$ cat src/rtl/gsync_timing.sv
module gsync_timing #(
  parameter int HW = 12,
  parameter int VW = 12,
  parameter int AW = 32,
  parameter int XW = 16
) (
  input  logic          clk,
  input  logic          rst_n,
  input  logic [HW-1:0] h_total,
  input  logic [HW-1:0] h_active,
  input  logic [VW-1:0] v_total,
  input  logic [VW-1:0] v_active,
  input  logic [VW-1:0] vs_start,
  input  logic [VW-1:0] vs_end,
  input  logic [VW-1:0] ln_startup,
  input  logic [VW-1:0] ln_update,
  input  logic [VW-1:0] ln_ready,
  input  logic          wr_en,
  input  logic          wr_sel,
  input  logic [AW-1:0] wr_data,
  output logic [AW-1:0] surf_addr,
  output logic [XW-1:0] scan_cfg,
  output logic          upd_pending,
  output logic          flip_done,
  output logic          cfg_err,
  output logic          de,
  output logic          vblank,
  output logic          vsync,
  output logic          vstartup,
  output logic          vupdate,
  output logic          vready
);

  logic [HW-1:0] hpos;
  logic [VW-1:0] vpos;
  logic [AW-1:0] nxt_addr;
  logic [XW-1:0] nxt_scan;
  logic          commit;

  always_ff @(posedge clk) begin
    if (!rst_n) begin
      hpos <= '0;
      vpos <= '0;
    end else if (hpos == h_total - 1'b1) begin
      hpos <= '0;
      vpos <= (vpos == v_total - 1'b1) ? '0 : vpos + 1'b1;
    end else begin
      hpos <= hpos + 1'b1;
    end
  end

  function automatic logic in_blank(input logic [VW-1:0] ln);
    return (ln >= v_active) && (ln < v_total);
  endfunction

  assign cfg_err  = !in_blank(ln_startup) || !in_blank(ln_update) || !in_blank(ln_ready)
                 || (ln_startup == ln_update) || (ln_update == ln_ready)
                 || (ln_startup == ln_ready);
  assign de       = (hpos < h_active) && (vpos < v_active);
  assign vblank   = (vpos >= v_active);
  assign vsync    = (vpos >= vs_start) && (vpos < vs_end);
  assign vstartup = !cfg_err && (vpos == ln_startup);
  assign vupdate  = !cfg_err && (vpos == ln_update);
  assign vready   = !cfg_err && (vpos == ln_ready);
  assign commit   = vupdate && (hpos == '0);

  always_ff @(posedge clk) begin
    if (!rst_n) begin
      nxt_addr    <= '0;
      nxt_scan    <= '0;
      surf_addr   <= '0;
      scan_cfg    <= '0;
      upd_pending <= 1'b0;
      flip_done   <= 1'b0;
    end else begin
      if (wr_en && !wr_sel) nxt_addr <= wr_data;
      if (wr_en &&  wr_sel) nxt_scan <= wr_data[XW-1:0];
      if (commit) begin
        surf_addr <= nxt_addr;
        scan_cfg  <= nxt_scan;
      end
      flip_done   <= commit && upd_pending;
      upd_pending <= wr_en || (upd_pending && !commit);
    end
  end

  p_pulse_in_blank_r4: assert property (@(posedge clk) disable iff (!rst_n)
    (vstartup || vupdate || vready) |-> vblank);
  p_no_overlap_r4: assert property (@(posedge clk) disable iff (!rst_n)
    $onehot0({vstartup, vupdate, vready}));
  p_err_quiet_r5: assert property (@(posedge clk) disable iff (!rst_n)
    cfg_err |=> $stable(surf_addr) && $stable(scan_cfg));
  p_hold_until_commit_r6: assert property (@(posedge clk) disable iff (!rst_n)
    !commit |=> $stable(surf_addr) && $stable(scan_cfg));
  p_pending_clear_r8: assert property (@(posedge clk) disable iff (!rst_n)
    (commit && !wr_en) |=> !upd_pending);
  p_flip_after_commit_r9: assert property (@(posedge clk) disable iff (!rst_n)
    flip_done |-> $past(commit) && $past(upd_pending));

endmodule

$ cat config.mk
export PLATFORM = sky130hd
export DESIGN_NAME = gsync_timing
export DESIGN_NICKNAME = d
export VERILOG_FILES = /design/src/rtl/gsync_timing.sv
export SDC_FILE = /design/constraint.sdc
export NUM_CORES = 1
export LEC_CHECK = 0
export ABC_AREA = 1
export CAP_MARGIN = 20
export CORE_UTILIZATION = 55
export DETAILED_ROUTE_END_ITERATION = 10
export DONT_BUFFER_PORTS = 1
export GPL_ROUTABILITY_DRIVEN = 1
export PLACE_DENSITY = 0.7
export SETUP_SLACK_MARGIN = 0.3
export SKIP_LAST_GASP = 1
export SLEW_MARGIN = 20
export SYNTH_ARGS = -nofsm -noshare
export SYNTH_HDL_FRONTEND = slang
export SYNTH_SLANG_ARGS = --single-unit
$ cat constraint.sdc
create_clock -name clk -period 4.1 [get_ports clk]
set_input_delay 0.41 -clock clk [delete_from_list [all_inputs] [get_ports clk]]
set_output_delay 0.41 -clock clk [all_outputs]
set_load 0.005 [all_outputs]
Word-level counts from Yosys, hierarchy flattened
Index checks and enable logic that the tools add are counted.
{ "totals": {"input_bits": 144, "out_inout_bits": 57, "elab_cells": 60, "reg_bits": 122} }
{ "classes": {"bitwise_logic": 1, "addsub": 4, "n_eq_ne": 8, "n_mux": 1, "magnitude_cmp": 11, "reduce_logical": 27} }
{ "ops": {"columns": ["operator", "count"], "rows": [
  ["$eq 12x12->1", 8],
  ["$lt 12x12->1", 6],
  ["$ge 12x12->1", 5],
  ["$add 12x1->12 const B", 2],
  ["$sub 12x1->12 const B", 2],
  ["$logic_and 1x1->1", 13],
  ["$logic_not 12->1", 1],
  ["$mux 12", 1],
  ["$logic_not 1->1", 6],
  ["$logic_or 1x1->1", 6],
  ["$reduce_or 2->1", 1],
  ["$not 1->1", 1]
]} }

Depth between registers and ports, before layout
Gate-level depths: netlist of the first run.
{ "logic_depth": {"word_depth": 14, "ltp_mapped": 18, "depth_no_buf": 16} }

Least setup slack after synthesis of the first run
No wires, ideal clock.
{ "synth_timing": {"path_kind": "in2out", "from": "in v_total[9]", "to": "out vready", "cell_stages": 14, "required_time_ns": 3.690, "path_buffers": 1, "arrival_ns": 1.987, "setup_slack_ns": 1.703, "cell_sequence": "inv_1 ha_1 nand2_1 inv_1 o21ai_0 o21ai_0 a21oi_1 nand2_1 nor2_1 inv_2 nor2_2 buf_4 inv_2 nor4_1"} }
{ "synth_between": {"elab_chain_cells": 10, "elab_cells_between_ends": 16, "classes_between": "order compare (3); reduce/logical (13)"} }
{ "synth_rtl": {"columns": ["element", "line_no", "source"], "rows": [
  ["start, declared", "11", "input logic [VW-1:0] v_total,"],
  ["$lt 12x12->1", "53", "return (ln >= v_active) && (ln < v_total);"],
  ["$logic_and 1x1->1", "53", null],
  ["$logic_not 1->1", "56", "assign cfg_err = !in_blank(ln_startup) || !in_blank(ln_update) || !in_blank(ln_ready)"],
  ["$logic_or 1x1->1", "56", null],
  ["$logic_or 1x1->1 *", "56", null],
  ["$logic_or 1x1->1 * (2 in a row)", "57", "|| (ln_startup == ln_update) || (ln_update == ln_ready)"],
  ["$logic_or 1x1->1 *", "58", "|| (ln_startup == ln_ready);"],
  ["via cfg_err", "25", "output logic cfg_err,"],
  ["$logic_not 1->1 *", "64", "assign vready = !cfg_err && (vpos == ln_ready);"],
  ["$logic_and 1x1->1 *", "64", null],
  ["end, declared", "31", "output logic vready"]
]} }
Mark *: on every way through the listed nets, which the timed path passes. The rest lies on a longest branch.

Final worst setup path of the first run
{ "layout_timing": {"from": "reg vpos[9]", "to": "out vblank"} }
{ "layout_between": {"elab_chain_cells": 1} }
{ "layout_rtl": {"columns": ["element", "line_no", "source"], "rows": [
  ["start, declared", "35", "logic [VW-1:0] vpos;"],
  ["start signal, assigned", "46", "vpos <= (vpos == v_total - 1'b1) ? '0 : vpos + 1'b1;"],
  ["$ge 12x12->1", "60", "assign vblank = (vpos >= v_active);"],
  ["end, declared", "27", "output logic vblank,"]
]} }
No other way between the ends.

==> flow_metrics.env, run 1 <==
export IMPL_dieArea_um2=17900
export IMPL_cp_required_ps=3690
export IMPL_clock_sinks=122
export IMPL_core_area_um2=16800
export IMPL_syn2layout_area_growth_pct=7.81
export IMPL_fin_util_pct=61.4
export IMPL_clk_latency_ps=410
export IMPL_skew_ps=11.7
export IMPL_ys_types=38
export IMPL_slew_viol_final=0
export IMPL_fill_cells=1597
export IMPL_synth_edff_count=0
export IMPL_die_y_um=134
export IMPL_fmax_mhz=334
export IMPL_rsz0062_at_grt="no"
export IMPL_status="finished, final reports clean"
export IMPL_drcViolationCount=0
export IMPL_max_slew_margin_pct=38.2
export IMPL_cts_max_path_buffers=2
export IMPL_syn_area_per_cell_um2=6.70
export IMPL_synthCells=1424
export IMPL_port_buffers=0
export IMPL_vias_per_cell=5.39
export IMPL_max_cap_viol_count=0
export IMPL_finalPower_w=0.00336
export IMPL_worstPathArrival_ps=2580
export IMPL_final_hold_viol_count=0
export IMPL_cts_buffers=17
export IMPL_route_detailed_wl_per_inst_um=15.3
export IMPL_start_kind="flop"
export IMPL_nets=1657
export IMPL_syn_nets=1688
export IMPL_track_usage_pct=28.5
export IMPL_synth_warnings=0
export IMPL_ys_dominant_reg_cell="dfxtp_1"
export IMPL_ff2ff_path_depth=10
export IMPL_vias=8763
export IMPL_min_delay_start="rst_n"
export IMPL_initial_core_util_pct=57.0
export IMPL_holdPathEnd="surf_addr[21]$_SDFFE_PN0P_"
export IMPL_yosysTopAreaCellShare_pct=25.6
export IMPL_postRouteAntennaNets=0
export IMPL_die_w_um=134
export IMPL_netlist_top_cells_area="dfxtp_1, ha_1, nand2_1"
export IMPL_clk_pin_slew_ps=60
export IMPL_ys_top_cells_by_count="nand2_1, inv_1, nor2_1"
export IMPL_rows=47
export IMPL_synth_seq_cells=122
export IMPL_cts_root_buf="clkbuf_16"
export IMPL_seq_area_frac_synth_pct=25.6
export IMPL_power_density_nw_per_um2=327
export IMPL_rrSetupSlack_ps=1650
export IMPL_place_area_um2=9620
export IMPL_seq_area_um2=2440
export IMPL_drtIter0Drc=570
export IMPL_post_cts_repair_setup_buffers=0
export IMPL_synth_area_leader_cell="dfxtp_1"
export IMPL_io_pins=201
export IMPL_gp_congestion=0.925
export IMPL_n_antenna_cell=0
export IMPL_dr_pass1_iters=5
export IMPL_synthMostInstantiatedCell="nand2_1"
export IMPL_drive_gt1_share_pct=4.55
export IMPL_p_leak_nw=4.78
export IMPL_setup_tns_ps=0
export IMPL_hpwl_um=18700
export IMPL_async_flop_share_pct=0
export IMPL_critical_path_peak_fanout=10
export IMPL_antenna_found_initial=1
export IMPL_whs_path_depth=2
export IMPL_post_route_period_util_pct=72.9
export IMPL_setup_viol=0
export IMPL_cts_tree="built"
export IMPL_hold_path_class="input port to flop"
export IMPL_r2r_start="vpos[8]$_SDFFE_PN0P_"
export IMPL_grt_first_pass_wirelength_um=40600
export IMPL_worstReg2RegEnd="scan_cfg[11]$_SDFFE_PN0P_"
export IMPL_path_class="flop to output port"
export IMPL_grt_pass1_vias=8069
export IMPL_peakVddDrop_uv=288
export IMPL_overflow=0
export IMPL_wl_um=24900
export IMPL_worst_setup_path_end_kind="output port"
export IMPL_postCtsHoldBufs=0
export IMPL_multi_input_area_um2=6070
export IMPL_final_cell_area_um2=10300
export IMPL_min_period_ps=2990
export IMPL_grt_max_degree=104
export IMPL_syn_cell_area_um2=9550
export IMPL_htree_num_levels=4
export IMPL_worst_slew_pin_transition_ps=925
export IMPL_post_cts_resized=0
-- worst max-delay path, stage by stage (launching register included) --
cell and delay, ps:
dfxtp_1 730, ha_1 240, nand4_1 130, nor3_1 410, a21oi_1 130, o211ai_1 260, o21bai_1 260
-- through the flow --
stage | cells | setup slack (ps) | hold WS [ps]
4_1_cts | 1626 | 1120 | 105
6_report | 1626 | 1110 | 122
3_3_place_gp | 1594 | 1520 | 437
3_5_place_dp | 1594 | 1390 | 442
5_1_grt | 1626 | 907 | 106
2_1_floorplan | 1424 | 1700 | 430
-- worst max-delay path by stage --
| stage | start | end | slack, ps | cells after the start |
|---|---|---|---|---|
| 2_1_floorplan | v_total[9] | vready | 1700 | 14 |
| 3_3_place_gp | v_total[9] | vready | 1520 | 13 |
| 3_5_place_dp | v_total[9] | scan_cfg[11]$_SDFFE_PN0P_ | 1390 | 14 |
| 4_1_cts | vpos[9]$_SDFFE_PN0P_ | vblank | 1120 | 6 |
| 5_1_grt | vpos[0]$_SDFFE_PN0P_ | vsync | 910 | 14 |
| 6_report | vpos[9]$_SDFFE_PN0P_ | vblank | 1110 | 6 |
-- cells by family after synthesis --
family,share of synthesized area [%]
fa+ha+maj,15.7
buf+inv,11.0
simple gates,28.5
compound gates,10.1
flops,25.6
xor+xnor,8.99
-- layout make-up --
type,instances,share of cell area (%)
multi-input combinational,1035,59.0
sequential,122,23.7
inverter,212,7.73
clock buffer,18,4.27
tap,220,2.67
clock inverter,14,2.25
timing repair buffer,5,0.365
-- registers in the layout (all words and copies together) (netlist names) --
signal and count:
flip_done 1, hpos 12, nxt_addr 32, nxt_scan 16
scan_cfg 16, surf_addr 32, upd_pending 1, vpos 12
-- power by group --
part | total, W | internal [W] | switching [W]
clock network | 0.00168 | 0.00111 | 0.000568
registers | 0.00123 | 0.00122 | 0.0000125
logic | 0.000449 | 0.000179 | 0.000270
-- routing by layer --
layer	up-vias	GRT usage (%)	wire, µm
li1	4537	-	-
met1	3914	37.4	11000
met2	286	45.6	11400
met3	24	8.33	2170
met4	2	6.94	308
met5	-	0	13
-- placed cells by master, fill, tap and decap left out, types with 2 or more instances in the layout --
master	count
clkbuf_16	17
bufinv_16	5
nor3b_1	7
xor2_1	28
o21bai_1	2
nand3_1	53
nor2_2	3
ha_1	120
a21oi_1	102
inv_1	195
dfxtp_1	122
a211oi_1	3
o21ai_1	10
buf_4	5
nor4_1	7
inv_6	5
a21boi_0	2
nand2_1	295
xnor2_1	70
nand4_1	67
nor2_1	170
clkinv_4	3
nor3_1	14
o211ai_1	2
o21ai_0	61
inv_2	16
nor2_4	3
nand3b_1	5
No activity file was read; power rests on OpenSTA's default activity.
==> inputs of run 2 (changes only) <==
- clock period: 4.1 -> 2.93 ns (I/O delays scaled with it)
==> run 2 against run 1 <==
Against the previous run:
- sequential share of layout area down 0.35 points
- non-clock buffer count up 19
- core utilization up 1.1 points
- count of clock-buffer cells in the layout unchanged
- sequential power up 41%
- cell area up 1.8%
- flip-flop and latch count unchanged
- register-to-register slack worse by 940 ps
- combinational power up 45%
- via count up 1.6%
- total power up 39%
- largest cell class unchanged
- setup slack worse by 670 ps
==> flow_metrics.env, run 2 (synthesis results as in run 1) <==
export IMPL_status="finished, final reports clean"
export IMPL_place_ws_ps=440
export IMPL_final_cell_area_um2=10500
export IMPL_die_w_um=134
export IMPL_hpwl_um=19000
export IMPL_path_class="flop to output port"
export IMPL_finalPower_w=0.00469
export IMPL_rsz0062_at_grt="yes"
export IMPL_overflow=0
export IMPL_drcViolationCount=0
export IMPL_route_detailed_wl_per_inst_um=15.6
export IMPL_worst_slew_pin_transition_ps=943
export IMPL_setup_viol=0
export IMPL_crit_chain="ha_1 > nand2_1 > o21ai_0 > a21oi_1 > o211ai_1 > nor3_1"
export IMPL_final_hold_viol_count=0
export IMPL_htree_num_levels=4
export IMPL_port_buffers=0
export IMPL_drtIter0Drc=537
export IMPL_post_route_period_util_pct=84.8
export IMPL_post_cts_repair_setup_buffers=0
export IMPL_min_delay_start="rst_n"
export IMPL_n_antenna_cell=0
export IMPL_seq_area_um2=2450
export IMPL_core_area_um2=16800
export IMPL_min_period_ps=2490
export IMPL_reg_largest_list="nxt_addr x32, surf_addr x32"
export IMPL_ff2ff_path_depth=9
export IMPL_cts_root_buf="clkbuf_16"
export IMPL_cts_tree="built"
export IMPL_worstReg2RegEnd="surf_addr[27]$_SDFFE_PN0P_"
export IMPL_dieArea_um2=17900
export IMPL_grt_first_pass_wirelength_um=40900
export IMPL_initial_core_util_pct=57.0
export IMPL_cpMaxStageDelayCell="dfxtp_2"
export IMPL_slew_viol_final=0
export IMPL_cp_required_ps=2640
export IMPL_io_pins=201
export IMPL_whs_path_depth=2
export IMPL_slowest_delay_ps=480
export IMPL_worstPathArrival_ps=2190
export IMPL_peakVddDrop_uv=403
export IMPL_r2r_start="vpos[11]$_SDFFE_PN0P_"
export IMPL_track_usage_pct=28.8
export IMPL_clk_pin_slew_ps=60
export IMPL_p_leak_nw=4.88
export IMPL_holdPathEnd="surf_addr[17]$_SDFFE_PN0P_"
export IMPL_path_delay_family="compound AO/OA/AOI/OAI gates"
export IMPL_setup_tns_ps=0
export IMPL_drive_gt1_share_pct=5.97
export IMPL_vias_per_cell=5.41
export IMPL_final_common_cell="nand2_1"
export IMPL_start_kind="flop"
export IMPL_power_density_nw_per_um2=447
export IMPL_clock_sinks=122
export IMPL_postRouteAntennaNets=0
export IMPL_nets=1676
export IMPL_fmax_mhz=402
export IMPL_cts_buffers=17
export IMPL_fill_cells=1588
export IMPL_gp_congestion=0.908
export IMPL_worst_slack_ps=444
export IMPL_critical_path_peak_fanout=10
export IMPL_clk_latency_ps=410
export IMPL_hold_path_class="input port to flop"
export IMPL_place_area_um2=9750
export IMPL_dr_pass1_iters=5
export IMPL_cts_max_path_buffers=2
export IMPL_rows=47
export IMPL_max_cap_viol_count=0
export IMPL_grt_max_degree=88
export IMPL_rrSetupSlack_ps=710
export IMPL_max_slew_margin_pct=37.0
export IMPL_multi_input_area_um2=6080
export IMPL_die_y_um=134
export IMPL_timing_hold_ws_ps=20.2
export IMPL_syn2layout_area_growth_pct=9.71
export IMPL_skew_ps=9.10
export IMPL_final_cell_mix="nand2_1, inv_1, nor2_1"
export IMPL_critPathBufInv=0
export IMPL_wl_um=25700
export IMPL_worst_setup_path_end_kind="output port"
export IMPL_antenna_found_initial=0
export IMPL_grt_pass1_vias=8032
export IMPL_vias=8902
## run 2: changes by cell type in the layout (fill, tap and decap cells not counted), moves of 2 or more
cell,before,now
buf_12,0,2
buf_4,5,17
dfxtp_1,122,117
dfxtp_2,0,5
dlygate4sd3_1,0,5
## run 2: layout make-up
class / instances / area share (%)
clock buffers: 18 / 4.19
clock inverters: 13 / 2.05
inverters: 212 / 7.60
multi-input cells: 1035 / 58.1
flip-flops and latches: 122 / 23.4
well taps: 220 / 2.63
repair buffers: 24 / 2.08
## run 2: how the worst max path moves through the flow
stage	start	to	slack, ps	cells after the start
floorplan	v_total[9]	vready	770	14
global placement	v_total[7]	surf_addr[2]$_SDFFE_PN0P_	460	13
detailed placement	v_total[7]	surf_addr[14]$_SDFFE_PN0P_	440	13
CTS	vpos[3]$_SDFFE_PN0P_	de	330	6
global route	vpos[0]$_SDFFE_PN0P_	vsync	290	14
finish	vpos[2]$_SDFFE_PN0P_	de	440	6
## run 2: metal layers
layer  track usage [%]  vias to the layer above  wire length (µm)
met5                 0                        -                 0
met4              8.08                        0               554
met3              7.23                       44              1940
met2              46.0                      295             11500
met1              38.3                     3992             11800
li1                  -                     4571                 -
## run 2: timing repair
action                     in CTS  in global routing
pin swaps                       0                  0
hold buffers                    4                  1
resized for setup               2                  6
hold endpoints to repair       17                  1
setup endpoints to repair       2                  5
## run 2: report_power, final
part	total, W	leakage, nW	switching, W	internal, W
Sequential	0.00173	0.996	0.0000170	0.00171
Combinational	0.000652	3.56	0.000389	0.000262
Clock	0.00231	0.318	0.000771	0.00154
## run 2: through the flow
step,utilization (%),cells
global placement,58.2,1608
detailed placement,58.2,1608
finish,62.5,1644
floorplan,-,1424
global route,62.5,1644
CTS,62.4,1643
==> inputs of run 3 (changes only) <==
- ABC_AREA: 1 -> 0
- PLACE_DENSITY: 0.7 -> 0.73
- clock period: 2.93 -> 2.2 ns (I/O delays scaled with it)
==> run 3 against run 2 <==
Against the previous run:
- the run now ends with negative setup slack left
- flip-flop and latch count unchanged
- first-iteration DRC count grew 17%
- setup slack got worse by 770 ps
- cell count shrank 11%
- sequential power up 32%
- sequential share of layout area fell by 2.8 points
- critical path depth up 4
- largest cell class unchanged
- highest routed layer unchanged
==> flow_metrics.env, run 3 <==
export IMPL_syn_area_per_cell_um2=8.04
export IMPL_synth_seq_cells=122
export IMPL_initial_core_util_pct=56.2
export IMPL_port_buffers=0
export IMPL_power_density_nw_per_um2=507
export IMPL_overflow=0
export IMPL_whs_path_depth=3
export IMPL_setup_viol=6
export IMPL_reg_largest_list="nxt_addr x32, surf_addr x32"
export IMPL_worst_slew_pin_transition_ps=690
export IMPL_antenna_found_initial=0
export IMPL_path_delay_family="compound AO/OA/AOI/OAI gates"
export IMPL_syn_cell_area_um2=8900
export IMPL_vias=8675
export IMPL_cts_buffers=17
export IMPL_skew_ps=8.12
export IMPL_final_cell_mix="nand2_1, dfxtp_1, ha_1"
export IMPL_syn_nets=1371
export IMPL_start_kind="flop"
export IMPL_cpMaxStageDelayCell="dfxtp_2"
export IMPL_async_flop_share_pct=0
export IMPL_globalRouteMet2Util_pct=55.8
export IMPL_clk_pin_slew_ps=60
export IMPL_seq_area_frac_synth_pct=27.4
export IMPL_peakVddDrop_uv=834
export IMPL_route_detailed_wl_per_inst_um=19.3
export IMPL_fill_cells=1055
export IMPL_synthMostInstantiatedCell="nand2_1"
export IMPL_synth_area_leader_cell="dfxtp_1"
export IMPL_gp_congestion=0.995
export IMPL_dieArea_um2=16700
export IMPL_worst_setup_path_end_kind="output port"
export IMPL_rows=46
export IMPL_drive_gt1_share_pct=22.1
export IMPL_wl_um=28400
export IMPL_critPathBufInv=2
export IMPL_r2r_start="hpos[11]$_SDFF_PP0_"
export IMPL_path_class="flop to output port"
export IMPL_rrSetupSlack_ps=10
export IMPL_ys_top_cells_by_count="nand2_1, dfxtp_1, ha_1"
export IMPL_synth_edff_count=0
export IMPL_htree_num_levels=4
export IMPL_fin_cells=1470
export IMPL_die_y_um=129
export IMPL_nets=1505
export IMPL_hold_path_class="input port to flop"
export IMPL_synth_warnings=0
export IMPL_core_area_um2=15800
export IMPL_slew_viol_final=0
export IMPL_grt_util_met3_pct=8.51
export IMPL_holdPathEnd="vpos[5]$_SDFFE_PN0P_"
export IMPL_min_period_ps=2520
export IMPL_fin_util_pct=76.1
export IMPL_cp_common_cell="buf_4"
export IMPL_cts_tree="built"
export IMPL_hpwl_um=18100
export IMPL_grt_max_degree=86
export IMPL_clk_latency_ps=420
export IMPL_vias_per_cell=5.90
export IMPL_netlist_top_cells_area="dfxtp_1, ha_1, nand2_1"
export IMPL_slowest_delay_ps=360
export IMPL_cts_max_path_buffers=2
export IMPL_min_delay_start="rst_n"
export IMPL_crit_chain="ha_4 > nor2b_4 > o21a_1 > o21ai_1 > buf_4 > a211oi_4 > a2111oi_2 > buf_4 > nand2_2 > a41oi_2"
export IMPL_n_antenna_cell=0
export IMPL_p_leak_nw=5.33
export IMPL_final_common_cell="nand2_1"
export IMPL_max_slew_margin_pct=53.9
export IMPL_syn2layout_area_growth_pct=35.4
export IMPL_placedCellCount=1353
export IMPL_cp_required_ps=1980
export IMPL_fmax_mhz=396
export IMPL_io_pins=201
export IMPL_ff2ff_path_depth=9
export IMPL_rsz0062_at_grt="yes"
export IMPL_status="finished, violations left"
export IMPL_grt_pass1_vias=8225
export IMPL_die_w_um=129
export IMPL_grt_busiest_layer="met2"
export IMPL_drtIter0Drc=630
export IMPL_post_route_period_util_pct=115
export IMPL_violations="negative setup slack"
export IMPL_critPathLaunch="vpos[1]$_SDFFE_PN0P_"
export IMPL_max_cap_viol_count=0
export IMPL_dr_pass1_iters=7
export IMPL_worst_slack_ps=-322
export IMPL_yosysTopAreaCellShare_pct=27.4
export IMPL_worstPathArrival_ps=2300
export IMPL_final_hold_viol_count=0
export IMPL_critical_path_peak_fanout=2
export IMPL_ys_dominant_reg_cell="dfxtp_1"
export IMPL_ys_types=60
export IMPL_clock_sinks=122
export IMPL_worstReg2RegEnd="vpos[7]$_SDFFE_PN0P_"
export IMPL_postRouteAntennaNets=0
export IMPL_track_usage_pct=32.2
export IMPL_setup_tns_ps=-848
export IMPL_drcViolationCount=0
export IMPL_synthCells=1107
export IMPL_cts_root_buf="clkbuf_16"
export IMPL_grtUsageMet1_pct=37.6
export IMPL_grt_first_pass_wirelength_um=41600
-- run 3: cell count changes in the layout (fill, tap and decap cells not counted), moves of 46 or more --
cell	previous run	this run
nor2_1	170	29
buf_4	17	84
inv_1	194	64
nand4_1	67	21
mux2i_1	0	52
nand2_1	295	218
-- run 3: worst max-delay path by stage --
stage,end,slack (ps),cells after the start
after global routing,de,-470,10
after detailed placement,scan_cfg[9]$_SDFFE_PN0P_,-300,12
after global placement,vpos[0]$_SDFFE_PN0P_,-310,9
final,de,-320,10
after floorplan,vpos[10]$_SDFFE_PN0P_,-90,8
after CTS,de,-240,10
-- run 3: routing by layer --
| metal | wire length, µm | up-vias |
|---|---|---|
| met4 | 762 | 0 |
| met2 | 14100 | 394 |
| li1 | - | 4126 |
| met5 | 0 | - |
| met1 | 11300 | 4084 |
| met3 | 2220 | 71 |
-- run 3: layout make-up --
type	count	area, µm²	share of cell area, %
clock buffers	19	453	3.76
clock inverters	13	155	1.29
inverters	76	309	2.56
multi-input cells	859	6730	55.8
flip-flops and latches	122	2480	20.6
well taps	216	270	2.24
repair buffers	165	1650	13.7
-- run 3: what timing repair did --
| action | in CTS | in global routing |
|---|---|---|
| gates cloned | 5 | 3 |
| buffers inserted | 17 | 9 |
| endpoints found under the setup margin | 80 | 80 |
| hold endpoints to repair | 101 | 11 |
| pin swaps | 39 | 28 |
| resized for setup | 91 | 64 |
| hold buffers | 50 | 1 |
-- run 3: metrics by stage --
step	hold WS [ps]	total power, W	setup slack [ps]	instance area, µm²
2_1_floorplan	353	0.00291	-94.7	9140
3_3_place_gp	356	0.00307	-312	9790
3_5_place_dp	364	0.00309	-301	9790
4_1_cts	1.64	0.00604	-237	11600
5_1_grt	42.9	0.00635	-465	12000
6_report	59.9	0.00611	-322	12000
-- run 3: where the power goes --
group,total [W],switching [W],internal [W]
Clock,0.00286,0.00110,0.00176
Sequential,0.00228,0.0000296,0.00225
Combinational,0.000979,0.000501,0.000478
-- run 3: cells by family after synthesis --
logic type               synth area share, %
multiplexers                            5.98
buffers and inverters                   5.53
AO/OA/AOI/OAI                           13.5
flip-flops                              27.4
adder cells (fa/ha/maj)                 16.9
AND/OR/NAND/NOR                         20.0
XOR/XNOR                                10.6
-- run 3: worst register-to-register path: cells and delay by family (launching register included) --
family,cells,cell delay [ps]
buffers and inverters,2,390
and+or+nand+nor,1,120
AOI/OAI and AO/OA,5,1000
xor gates and xnor gates,1,190
DFF,1,360
